$ cat config.mk
export PLATFORM = sky130hd
export DESIGN_NAME = clkmode_ctrl
export DESIGN_NICKNAME = d
export VERILOG_FILES = /design/src/rtl/clkmode_pkg.sv /design/src/rtl/clkmode_settle.sv /design/src/rtl/clkmode_regs.sv /design/src/rtl/clkmode_decode.sv /design/src/rtl/clkmode_ctrl.sv
export SDC_FILE = /design/constraint.sdc
export NUM_CORES = 1
export LEC_CHECK = 0
export ABC_AREA = 1
export CAP_MARGIN = 20
export CORE_ASPECT_RATIO = 0.5
export CORE_MARGIN = 1
export CORE_UTILIZATION = 63
export DETAILED_ROUTE_END_ITERATION = 8
export DONT_BUFFER_PORTS = 1
export PLACE_DENSITY = 0.87
export SETUP_SLACK_MARGIN = 0.2
export SYNTH_ARGS = -nofsm -noshare
export SYNTH_HDL_FRONTEND = slang
export SYNTH_SLANG_ARGS = --single-unit
$ cat constraint.sdc
create_clock -name clk -period 1.8 [get_ports clk]
set_clock_uncertainty 0.2 [all_clocks]
set_input_delay 0.09 -clock clk [delete_from_list [all_inputs] [get_ports clk]]
set_output_delay 0.09 -clock clk [all_outputs]
set_load 0.05 [all_outputs]
$ cat src/rtl/clkmode_pkg.sv
`timescale 1ns/1ps
package clkmode_pkg;

    typedef enum logic [2:0] {
        MODE_FLL_INT    = 3'd0,
        MODE_FLL_EXT    = 3'd1,
        MODE_BYP_INT    = 3'd2,
        MODE_BYP_EXT    = 3'd3,
        MODE_PLL_EXT    = 3'd4,
        MODE_PLLBYP_EXT = 3'd5,
        MODE_LP_INT     = 3'd6,
        MODE_LP_EXT     = 3'd7
    } clk_mode_e;

    typedef enum logic [1:0] {
        SEL_FLL = 2'd0,
        SEL_PLL = 2'd1,
        SEL_INT = 2'd2,
        SEL_EXT = 2'd3
    } clk_sel_e;

    typedef struct packed {
        logic       xref_en;
        logic       lowpwr;
        logic       pll_sel;
        logic       iref_sel;
        logic [1:0] src;
    } ctrl_t;

    localparam int ADDR_CTRL = 0;
    localparam int ADDR_TUNE = 1;
    localparam int ADDR_STAT = 2;

endpackage

$ cat src/rtl/clkmode_settle.sv
`timescale 1ns/1ps
module clkmode_settle #(
    parameter int             W       = 1,
    parameter int             SETTLE  = 8,
    parameter logic [W-1:0]   RST_VAL = '0
) (
    input  logic         clk,
    input  logic         rst_n,
    input  logic [W-1:0] ctrl_i,
    output logic [W-1:0] stat_o
);
    localparam int CW = $clog2(SETTLE + 1);

    typedef enum logic {ST_STABLE, ST_SETTLING} settle_e;

    settle_e       state_q, state_d;
    logic [W-1:0]  tgt_q, tgt_d;
    logic [W-1:0]  st_q, st_d;
    logic [CW-1:0] cnt_q, cnt_d;

    always_ff @(posedge clk or negedge rst_n) begin
        if (!rst_n) begin
            state_q <= ST_STABLE;
            tgt_q   <= RST_VAL;
            st_q    <= RST_VAL;
            cnt_q   <= '0;
        end else begin
            state_q <= state_d;
            tgt_q   <= tgt_d;
            st_q    <= st_d;
            cnt_q   <= cnt_d;
        end
    end

    always_comb begin
        state_d = state_q;
        tgt_d   = tgt_q;
        st_d    = st_q;
        cnt_d   = cnt_q;
        unique case (state_q)
            ST_STABLE: begin
                if (ctrl_i != st_q) begin
                    tgt_d   = ctrl_i;
                    cnt_d   = '0;
                    state_d = ST_SETTLING;
                end
            end
            ST_SETTLING: begin
                if (ctrl_i != tgt_q) begin
                    tgt_d = ctrl_i;
                    cnt_d = '0;
                    if (ctrl_i == st_q) state_d = ST_STABLE;
                end else if (cnt_q == CW'(SETTLE - 1)) begin
                    st_d    = tgt_q;
                    state_d = ST_STABLE;
                end else begin
                    cnt_d = cnt_q + 1'b1;
                end
            end
        endcase
    end

    assign stat_o = st_q;


    status_follows_ctrl_chk: assert property (@(posedge clk) disable iff (!rst_n)
        (st_q != $past(st_q)) |-> (st_q == $past(ctrl_i)));


    restart_no_update_chk: assert property (@(posedge clk) disable iff (!rst_n)
        (state_q == ST_SETTLING && ctrl_i != tgt_q) |=> $stable(st_q));

endmodule

$ cat src/rtl/clkmode_regs.sv
`timescale 1ns/1ps
module clkmode_regs
    import clkmode_pkg::*;
#(
    parameter int AW = 2,
    parameter int DW = 8
) (
    input  logic          clk,
    input  logic          rst_n,
    input  logic [AW-1:0] addr_i,
    input  logic          we_i,
    input  logic [DW-1:0] wdata_i,
    input  logic [DW-1:0] stat_i,
    output ctrl_t         ctrl_o,
    output logic          range_o,
    output logic          himul_o,
    output logic [2:0]    rdiv_o,
    output logic [DW-1:0] rdata_o
);
    ctrl_t      ctrl_q;
    logic       range_q, himul_q;
    logic [2:0] rdiv_q;
    logic       wdata_unused;

    assign wdata_unused = ^wdata_i[DW-1:6];

    always_ff @(posedge clk or negedge rst_n) begin
        if (!rst_n) begin
            ctrl_q  <= '{xref_en: 1'b0, lowpwr: 1'b0, pll_sel: 1'b0,
                         iref_sel: 1'b1, src: 2'b00};
            range_q <= 1'b0;
            himul_q <= 1'b0;
            rdiv_q  <= '0;
        end else if (we_i) begin
            if (addr_i == AW'(ADDR_CTRL)) begin
                if (wdata_i[1:0] != 2'b11) ctrl_q.src <= wdata_i[1:0];
                ctrl_q.iref_sel <= wdata_i[2];
                ctrl_q.pll_sel  <= wdata_i[3];
                ctrl_q.lowpwr   <= wdata_i[4];
                ctrl_q.xref_en  <= wdata_i[5];
            end else if (addr_i == AW'(ADDR_TUNE)) begin
                if (!(ctrl_q.lowpwr || ctrl_q.pll_sel)) range_q <= wdata_i[0];
                himul_q <= wdata_i[1];
                rdiv_q  <= wdata_i[4:2];
            end
        end
    end

    always_comb begin
        rdata_o = '0;
        if (addr_i == AW'(ADDR_CTRL))      rdata_o = DW'(ctrl_q);
        else if (addr_i == AW'(ADDR_TUNE)) rdata_o = DW'({rdiv_q, himul_q, range_q});
        else if (addr_i == AW'(ADDR_STAT)) rdata_o = stat_i;
    end

    assign ctrl_o  = ctrl_q;
    assign range_o = range_q;
    assign himul_o = himul_q;
    assign rdiv_o  = rdiv_q;


    range_locked_chk: assert property (@(posedge clk) disable iff (!rst_n)
        (we_i && addr_i == AW'(ADDR_TUNE) && (ctrl_q.lowpwr || ctrl_q.pll_sel))
        |=> (range_q == $past(range_q)));


    src_code3_ignored_chk: assert property (@(posedge clk) disable iff (!rst_n)
        (we_i && addr_i == AW'(ADDR_CTRL) && wdata_i[1:0] == 2'b11)
        |=> (ctrl_q.src == $past(ctrl_q.src)));

endmodule

$ cat src/rtl/clkmode_decode.sv
`timescale 1ns/1ps
module clkmode_decode
    import clkmode_pkg::*;
(
    input  logic [1:0] src_st_i,
    input  logic       iref_st_i,
    input  logic       pll_st_i,
    input  logic       lowpwr_i,
    output clk_mode_e  mode_o,
    output clk_sel_e   sel_o
);
    always_comb begin
        unique case (src_st_i)
            2'b01:   mode_o = lowpwr_i ? MODE_LP_INT : MODE_BYP_INT;
            2'b10:   mode_o = lowpwr_i ? MODE_LP_EXT :
                              (pll_st_i ? MODE_PLLBYP_EXT : MODE_BYP_EXT);
            default: mode_o = pll_st_i ? MODE_PLL_EXT :
                              (iref_st_i ? MODE_FLL_INT : MODE_FLL_EXT);
        endcase
    end

    always_comb begin
        unique case (mode_o)
            MODE_FLL_INT, MODE_FLL_EXT:                  sel_o = SEL_FLL;
            MODE_PLL_EXT:                                sel_o = SEL_PLL;
            MODE_BYP_INT, MODE_LP_INT:                   sel_o = SEL_INT;
            MODE_BYP_EXT, MODE_PLLBYP_EXT, MODE_LP_EXT:  sel_o = SEL_EXT;
        endcase
    end

endmodule

$ cat src/rtl/clkmode_ctrl.sv
`timescale 1ns/1ps
module clkmode_ctrl
    import clkmode_pkg::*;
#(
    parameter int SETTLE    = 8,
    parameter int MULT_W    = 11,
    parameter int MULT_LO   = 512,
    parameter int MULT_HI   = 1024,
    parameter int MULT_LO_X = 608,
    parameter int MULT_HI_X = 1216,
    parameter int DIV_W     = 8
) (
    input  logic              clk,
    input  logic              rst_n,
    input  logic [1:0]        bus_addr,
    input  logic              bus_we,
    input  logic [7:0]        bus_wdata,
    output logic [7:0]        bus_rdata,
    output logic [2:0]        mode_o,
    output logic [1:0]        clk_sel_o,
    output logic [MULT_W-1:0] fll_mult_o,
    output logic [DIV_W-1:0]  ref_div_o,
    output logic              bus_ce_o,
    output logic              pll_pend_o
);
    localparam int         NBIT    = 3;
    localparam logic [2:0] BIT_RST = 3'b001;

    ctrl_t      ctrl;
    logic       range_q, himul_q;
    logic [2:0] rdiv_q;
    logic [1:0] src_st;
    logic [NBIT-1:0] bit_ctrl, bit_st;
    logic [7:0] stat_word;
    clk_mode_e  mode;
    clk_sel_e   sel;
    logic       ce_q;

    clkmode_regs #(.AW(2), .DW(8)) regs_i (
        .clk(clk), .rst_n(rst_n), .addr_i(bus_addr), .we_i(bus_we),
        .wdata_i(bus_wdata), .stat_i(stat_word), .ctrl_o(ctrl),
        .range_o(range_q), .himul_o(himul_q), .rdiv_o(rdiv_q),
        .rdata_o(bus_rdata)
    );

    // bit 0 reference, bit 1 PLL, bit 2 oscillator
    assign bit_ctrl = {ctrl.xref_en, ctrl.pll_sel, ctrl.iref_sel};

    generate
        for (genvar i = 0; i < NBIT; i++) begin : g_bit_settle
            clkmode_settle #(.W(1), .SETTLE(SETTLE), .RST_VAL(BIT_RST[i])) settle_i (
                .clk(clk), .rst_n(rst_n), .ctrl_i(bit_ctrl[i]), .stat_o(bit_st[i])
            );
        end
    endgenerate

    clkmode_settle #(.W(2), .SETTLE(SETTLE), .RST_VAL(2'b00)) src_settle_i (
        .clk(clk), .rst_n(rst_n), .ctrl_i(ctrl.src), .stat_o(src_st)
    );

    assign stat_word = {3'b000, bit_st[2], bit_st[1], bit_st[0], src_st};

    clkmode_decode decode_i (
        .src_st_i(src_st), .iref_st_i(bit_st[0]), .pll_st_i(bit_st[1]),
        .lowpwr_i(ctrl.lowpwr), .mode_o(mode), .sel_o(sel)
    );

    assign mode_o    = mode;
    assign clk_sel_o = sel;

    always_comb begin
        if (himul_q) fll_mult_o = range_q ? MULT_W'(MULT_HI_X) : MULT_W'(MULT_LO_X);
        else         fll_mult_o = range_q ? MULT_W'(MULT_HI)   : MULT_W'(MULT_LO);
    end

    assign ref_div_o  = DIV_W'(1) << rdiv_q;
    assign pll_pend_o = (ctrl.src == 2'b00) && ctrl.pll_sel && !bit_st[1];

    always_ff @(posedge clk or negedge rst_n) begin
        if (!rst_n) ce_q <= 1'b0;
        else        ce_q <= !ce_q;
    end
    assign bus_ce_o = ce_q;


    bus_ce_fall_chk: assert property (@(posedge clk) disable iff (!rst_n)
        bus_ce_o |=> !bus_ce_o);


    bus_ce_rise_chk: assert property (@(posedge clk) disable iff (!rst_n)
        (!bus_ce_o && $past(rst_n)) |=> bus_ce_o);


    pend_not_pll_mode_chk: assert property (@(posedge clk) disable iff (!rst_n)
        pll_pend_o |-> (mode_o != 3'(MODE_PLL_EXT)));


    pll_mode_sel_chk: assert property (@(posedge clk) disable iff (!rst_n)
        (mode_o == 3'(MODE_PLL_EXT)) |-> (clk_sel_o == 2'(SEL_PLL)));

endmodule

==> results of run 1 <==
-- synth_stat cells --
library cell	instances	area share, %
sky130_fd_sc_hd__buf_2	1	0.21
sky130_fd_sc_hd__nor2_1	21	3.3
sky130_fd_sc_hd__nor3_1	8	1.7
sky130_fd_sc_hd__a21oi_1	9	1.9
sky130_fd_sc_hd__xor2_1	4	1.5
sky130_fd_sc_hd__o21ai_0	30	6.4
sky130_fd_sc_hd__nand4_1	1	0.27
sky130_fd_sc_hd__a21o_1	1	0.32
sky130_fd_sc_hd__nand3_1	20	4.2
sky130_fd_sc_hd__nand3_2	1	0.42
sky130_fd_sc_hd__buf_4	10	3.2
sky130_fd_sc_hd__nor4_1	1	0.27
sky130_fd_sc_hd__clkinv_1	1	0.16
sky130_fd_sc_hd__xnor2_1	4	1.5
sky130_fd_sc_hd__o21ai_1	1	0.21
sky130_fd_sc_hd__o221ai_1	5	1.9
sky130_fd_sc_hd__nor2_4	1	0.48
sky130_fd_sc_hd__nand2_2	7	1.9
sky130_fd_sc_hd__inv_2	3	0.48
sky130_fd_sc_hd__nand2_1	75	12
sky130_fd_sc_hd__ha_1	6	3.2
sky130_fd_sc_hd__nand3b_1	3	0.96
sky130_fd_sc_hd__dfrtp_1	39	41
sky130_fd_sc_hd__or2_2	4	1.1
sky130_fd_sc_hd__conb_1	1	0.16
sky130_fd_sc_hd__inv_1	45	7.2
sky130_fd_sc_hd__or2_1	2	0.53
sky130_fd_sc_hd__dfstp_2	3	3.3
-- layer usage --
layer	GRT overflow	track usage [%]
met5	0	13.0
met4	8	67.7
met3	0	53.0
met2	16	89.5
met1	0	69.3
-- cells by family after synthesis --
logic type | after synthesis
AO/OA/AOI/OAI | 46
buffers and inverters | 60
adder cells (fa/ha/maj) | 6
other | 1
flip-flops | 42
AND/OR/NAND/NOR | 144
XOR/XNOR | 8
-- repair_timing --
item | CTS
buffers inserted | 3
gates resized for setup | 9
setup endpoints to repair | 10
hold endpoints to repair | 53
pin swaps | 2
hold buffers | 15
-- through the flow --
step / hold WS [ns] / area (um2)
CTS: 0.0252 / 2950
detailed placement: -0.405 / 2640
global placement: -0.405 / 2640
floorplan: -0.406 / 2460
==> flow_results.org, run 1 <==
** Floorplanning
- Chip width :: 88.5 um
- I/O Pins :: 47
- Measured along the y axis, the die boundary spans 45.3 um.
- Number of standard-cell rows in the floorplan :: 15
- Once the floorplan was initialized, standard cells occupied 67.2% of the core.

** Synth
- Instance count of the mapped netlist :: 307
- The synthesized netlist devotes 10.7% of its cell area to compound gates.
- Summing the areas of all fa, ha and maj instances in the mapped netlist gives 3.18% of the synthesized area.
- Synthesis Warnings :: 0
- Summing the areas of all and, or, nand and nor instances in the mapped netlist gives 27.1% of the synthesized area.
- Count of unique library cells instantiated by Yosys :: 28
- By area, the combinational part of the netlist is dominated by simple AND/OR/NAND/NOR gates.
- Sequential cells were found to cover 44.7% of the synthesized design area.
- Synth Register Bits :: 42
- The portion of synthesized area spent on multiplexers is 0%.
- In this run the cell area of the synthesized design comes to 2360 um2.
- The synthesized netlist devotes 2.97% of its cell area to XOR and XNOR gates.
- In this run the mean area of a mapped cell was 7.68 um2.

** Clocking
- The clock tree synthesis step divided the H-tree into 2 levels.
- Cts bufs inserted :: 5
- Root Driver :: sky130_fd_sc_hd__clkbuf_8
- The clock passes through at most 2 buffers.
- Clock net sink count :: 42

** GRT
- Total routing resource utilization after global routing :: 69.1%
- The total overflow left after global routing is 24.
- Entering global routing, the biggest net connects 43 pins.

** STA
- Worst endpoint after global-route timing repair :: clk_sel_o[1]
- After the last repair the worst path ends at a top-level output.

** Run status
- Progress stopped at global routing (5_1_grt).
- The tool reported: "[ERROR GRT-0232] Routing congestion too high. Check the congestion heatmap in the GUI".
- Status :: did not finish

** Place
- Including well taps, the total number of placed cells is 376.
- Final GP Congestion :: 0.855
- The count of buffers added on input and output ports is 0.
- Before CTS, the worst setup slack after placement is 0.0773 ns.
- Once detailed placement completed, the half-perimeter wirelength came to 3.76 mm.
==> run 2: changes to the inputs <==
--- a/config.mk
+++ b/config.mk
@@ -7,13 +7,11 @@
 export LEC_CHECK = 0
 export ABC_AREA = 1
 export CAP_MARGIN = 20
-export CORE_ASPECT_RATIO = 0.5
 export CORE_MARGIN = 1
-export CORE_UTILIZATION = 63
+export CORE_UTILIZATION = 40
 export DETAILED_ROUTE_END_ITERATION = 8
 export DONT_BUFFER_PORTS = 1
-export PLACE_DENSITY = 0.87
-export SETUP_SLACK_MARGIN = 0.2
+export PLACE_DENSITY_LB_ADDON = 0.15
 export SYNTH_ARGS = -nofsm -noshare
 export SYNTH_HDL_FRONTEND = slang
 export SYNTH_SLANG_ARGS = --single-unit
==> flow_results.org, run 2 <==
** Run status
- Status :: finished, violations left
- The final reports fail on negative setup slack.

** Power and ir drop
- Combinational group share of total power :: 45.6%
- Static leakage power :: 1.51 nW
- For this design the total switching power over the nets is 0.00177 W.
- Internal :: 0.00212 W
- Sw frac :: 45.5%
- Design Power :: 0.00389 W
- Per report_power, the clock group accounts for 16.2% of the total.
- Worst supply voltage drop on vdd :: 536 uV
- Total power density per cell area :: 1320 nW/um2
- Per report_power, the sequential group accounts for 38.2% of the total.

** Setup path
- For the worst flop-to-flop path, the logic depth is 8.
- Req. time, crit path :: 1.51 ns
- Endpoint type of the worst setup path :: primary output
- Among all stages on the critical path, the largest delay is contributed by sky130_fd_sc_hd__dfrtp_1.
- Startpoint of the lowest-slack register-to-register path :: src_settle_i.stat_o[1]
- Delay of the slowest cell on the worst path :: 0.39 ns
- Of all nets on the critical path, the largest fanout is 3.
- CP Class :: flip-flop to primary output
- In this run the critical register-to-register path is captured at src_settle_i.tgt_q[0].
- STA puts the critical path data arrival time at 1.62 ns.
- Startpoint kind of the worst setup timing path :: flip-flop
- Worst reg2reg setup slack :: 0.21 ns
- The signal on the critical path passes through inv_2 -> ha_4 -> or2_4 -> o21ai_4 -> o21ai_1 -> buf_6.

** STA
- Worst-case hold slack :: 0.00938 ns
- Counting I/O delays and the setup requirement, the final critical path takes 1.91 ns.
- Setup violations remaining at the end of the flow were counted as 3.
- Post-route fraction of the period consumed by the critical path :: 106%
- Achievable Freq :: 524 MHz
- Summed over all failing endpoints, the final setup total negative slack is -0.293 ns.
- Setup slack on the critical path of the routed design comes to -0.108 ns.
- Final number of max-transition violations :: 0
- Setup repair after global routing could not meet its margin everywhere.
- Hold violation count in the final report :: 0

** Floorplanning
- Initial cell density of the core :: 42.0%
- In this run the standard cell core region covers 5610 um2.
- Measured along the y axis, the die boundary spans 78.8 um.
- I/O Pins :: 47
- From left edge to right edge, the die measures 78.8 um.
- The floorplan step defined a die boundary enclosing 6200 um2.
- In this run the core area contains 27 standard-cell rows.

** Cells and area
- The register with the most flip-flops in the final layout is g_bit_settle.settle_i.cnt_q.
- # diodes :: 0
- Most frequent cells in the layout :: sky130_fd_sc_hd__nand2_1, sky130_fd_sc_hd__inv_1, sky130_fd_sc_hd__dfrtp_1
- Commonest non-fill, non-tap cell in the layout :: sky130_fd_sc_hd__nand2_1
- Once layout is complete, the utilization of the core stands at 52.7%.
- Fill cells :: 543
- Number of nets in the final layout :: 369
- In the final layout, the share of cells above drive strength 1 is 20.5%.
- Number of flip-flops under the largest register name :: 12
- Compared with the post-synthesis result, the final layout area differs by 25.3%.

** Route
- Aggregate routed wire length :: 4.78 mm
- For this run, design rule violations remaining after detail routing come to 0.
- Detailed routing inserted a total of 1981 vias.
- After the first detailed-routing iteration, the DRC count stood at 86.
- In the final routed layout, each cell accounts on average for 11.3 um.
- Pre-antenna DRT Iters :: 5
- Dividing the detail-routed via count by the number of cells gives 4.68.
- Antenna Violating Nets Remaining :: 0

** GRT
- In this run the most used layer during global routing was met2.
- Global-route congestion overflow total :: 0
- The first global-routing pass estimated 8.13 mm of wire.
- Total routing resource utilization after global routing :: 17.2%
- Met2 capacity usage during global routing :: 27.5%
- Vias in the first global route :: 1843
- Met1 usage :: 21.4%
- Entering global routing, the biggest net connects 43 pins.
- Global routing used 4.71% of the available met3 tracks.
- The initial antenna violation count came to 0.

** Synth
- Count of unique library cells instantiated by Yosys :: 28
- Synthesis Warnings :: 0
- For this run, asynchronously set or reset flops after synthesis account for 100%.
- The synthesized netlist occupies a cell area of 2360 um2.
- Portion of synthesized cell area occupied by the leading cell type :: 41.4%
- Post-synthesis cell type with the largest combined area :: sky130_fd_sc_hd__dfrtp_1
- Synth Flop Type :: sky130_fd_sc_hd__dfrtp_1
- By area the synthesized netlist is led by sky130_fd_sc_hd__dfrtp_1, sky130_fd_sc_hd__nand2_1, sky130_fd_sc_hd__inv_1.
- Sequential area share after synthesis :: 44.7%
- Synth Register Bits :: 42
- Most frequent cell after synthesis :: sky130_fd_sc_hd__nand2_1
- Each instance of the synthesized netlist takes up on average 7.68 um2.
- Instance count of the mapped netlist :: 307
- Most numerous cell types in the synthesized netlist :: sky130_fd_sc_hd__nand2_1, sky130_fd_sc_hd__inv_1, sky130_fd_sc_hd__dfrtp_1
- Number of enable flip-flop cells after synthesis :: 0

** Clocking
- TritonCTS built the clock tree.
- The H-tree generated during clock tree synthesis spans 2 levels.
- Clock tree synthesis found a total of 42 sinks.
- The tree is rooted in a sky130_fd_sc_hd__clkbuf_8.
- Clock-pin slew was measured on the worst setup and hold paths at 0.08 ns.
- Maximum buffer depth of the clock tree :: 2
- Insertion delay of the later-clocked pin in the worst-skew pair :: 0.30 ns
- The number of clock buffers added by TritonCTS is 5.

** Worst hold path
- Hold Path Sink :: regs_i.ctrl_o[2]
- Along the worst hold path, the cell count comes to 2.
- Hold/Removal Path Class :: primary input to flip-flop
- Launch point of the worst hold path :: bus_we

** Place
- Post-detailed-placement half-perimeter wirelength :: 3.45 mm
- Final GP Congestion :: 0.793
- In this run the tool buffered the top-level ports with 0 buffer cells.

** Flow run
- The tool flagged a number of max-cap violations equal to 0.
## run 2: cell counts after synthesis
No cell type changed its count.
## run 2: power groups by stage
stage / clock [W] / sequential, W / combinational (W)
2_1_floorplan: 0 / 0.00144 / 0.00135
3_3_place_gp: 0 / 0.00150 / 0.00166
3_5_place_dp: 0 / 0.00150 / 0.00168
4_1_cts: 0.000658 / 0.00148 / 0.00177
5_1_grt: 0.000696 / 0.00153 / 0.00198
6_report: 0.000629 / 0.00149 / 0.00177
## run 2: how the worst max path moves through the flow
stage,to,from,slack (ns)
floorplan,clk_sel_o[1],src_settle_i.stat_o[0],-0.22
global placement,clk_sel_o[1],src_settle_i.stat_o[0],0.04
detailed placement,clk_sel_o[1],src_settle_i.stat_o[0],0.01
CTS,clk_sel_o[1],src_settle_i.stat_o[0],-0.14
global route,clk_sel_o[1],src_settle_i.stat_o[0],-0.20
finish,clk_sel_o[1],src_settle_i.stat_o[0],-0.11
## run 2: cell type report
| type | instances | area, um2 | share of cell area [%] |
|---|---|---|---|
| multi-input cells | 212 | 1150 | 38.9 |
| flip-flops and latches | 42 | 1050 | 35.7 |
| repair buffers | 40 | 384 | 13.0 |
| inverters | 49 | 184 | 6.23 |
| well taps | 72 | 90.1 | 3.05 |
| clock buffers | 7 | 86.3 | 2.92 |
| clock inverters | 1 | 5.00 | 0.169 |
## run 2: worst max-delay path: cells and delay by family (launching register included)
kind	cells	cell delay [ns]
compound gates	2	0.25
buf+inv	2	0.23
fa+ha+maj	1	0.21
simple gates	1	0.25
flops	1	0.39
## run 2: repair_timing
action,4_1_cts,5_1_grt
endpoints found under the setup margin,4,5
hold buffers,14,0
resized for setup,11,8
buffers inserted,0,1
pin swaps,1,2
hold endpoints to repair,53,0
## run 2: cells by family after synthesis
kind of cell             after synthesis  synth area share, %
AND/OR/NAND/NOR                      144                 27.1
XOR/XNOR                               8                 2.97
other                                  1                0.159
adder cells (fa/ha/maj)                6                 3.18
flip-flops                            42                 44.7
buffers and inverters                 60                 11.2
AO/OA/AOI/OAI                         46                 10.7
## run 2: per-layer routing
| metal | routed length (um) | vias up |
|---|---|---|
| li1 | - | 1044 |
| met1 | 2380 | 884 |
| met2 | 2060 | 45 |
| met3 | 249 | 8 |
| met4 | 89 | 0 |
| met5 | 0 | - |
## run 2: stage by stage
| step | area, um2 | setup slack (ns) | cells |
|---|---|---|---|
| after CTS | 2920 | -0.138 | 422 |
| after global placement | 2640 | 0.0375 | 400 |
| after global routing | 2950 | -0.199 | 423 |
| after detailed placement | 2640 | 0.00969 | 400 |
| final | 2950 | -0.108 | 423 |
| after floorplan | 2430 | -0.221 | 314 |
Power figures use the tool's default switching activity.
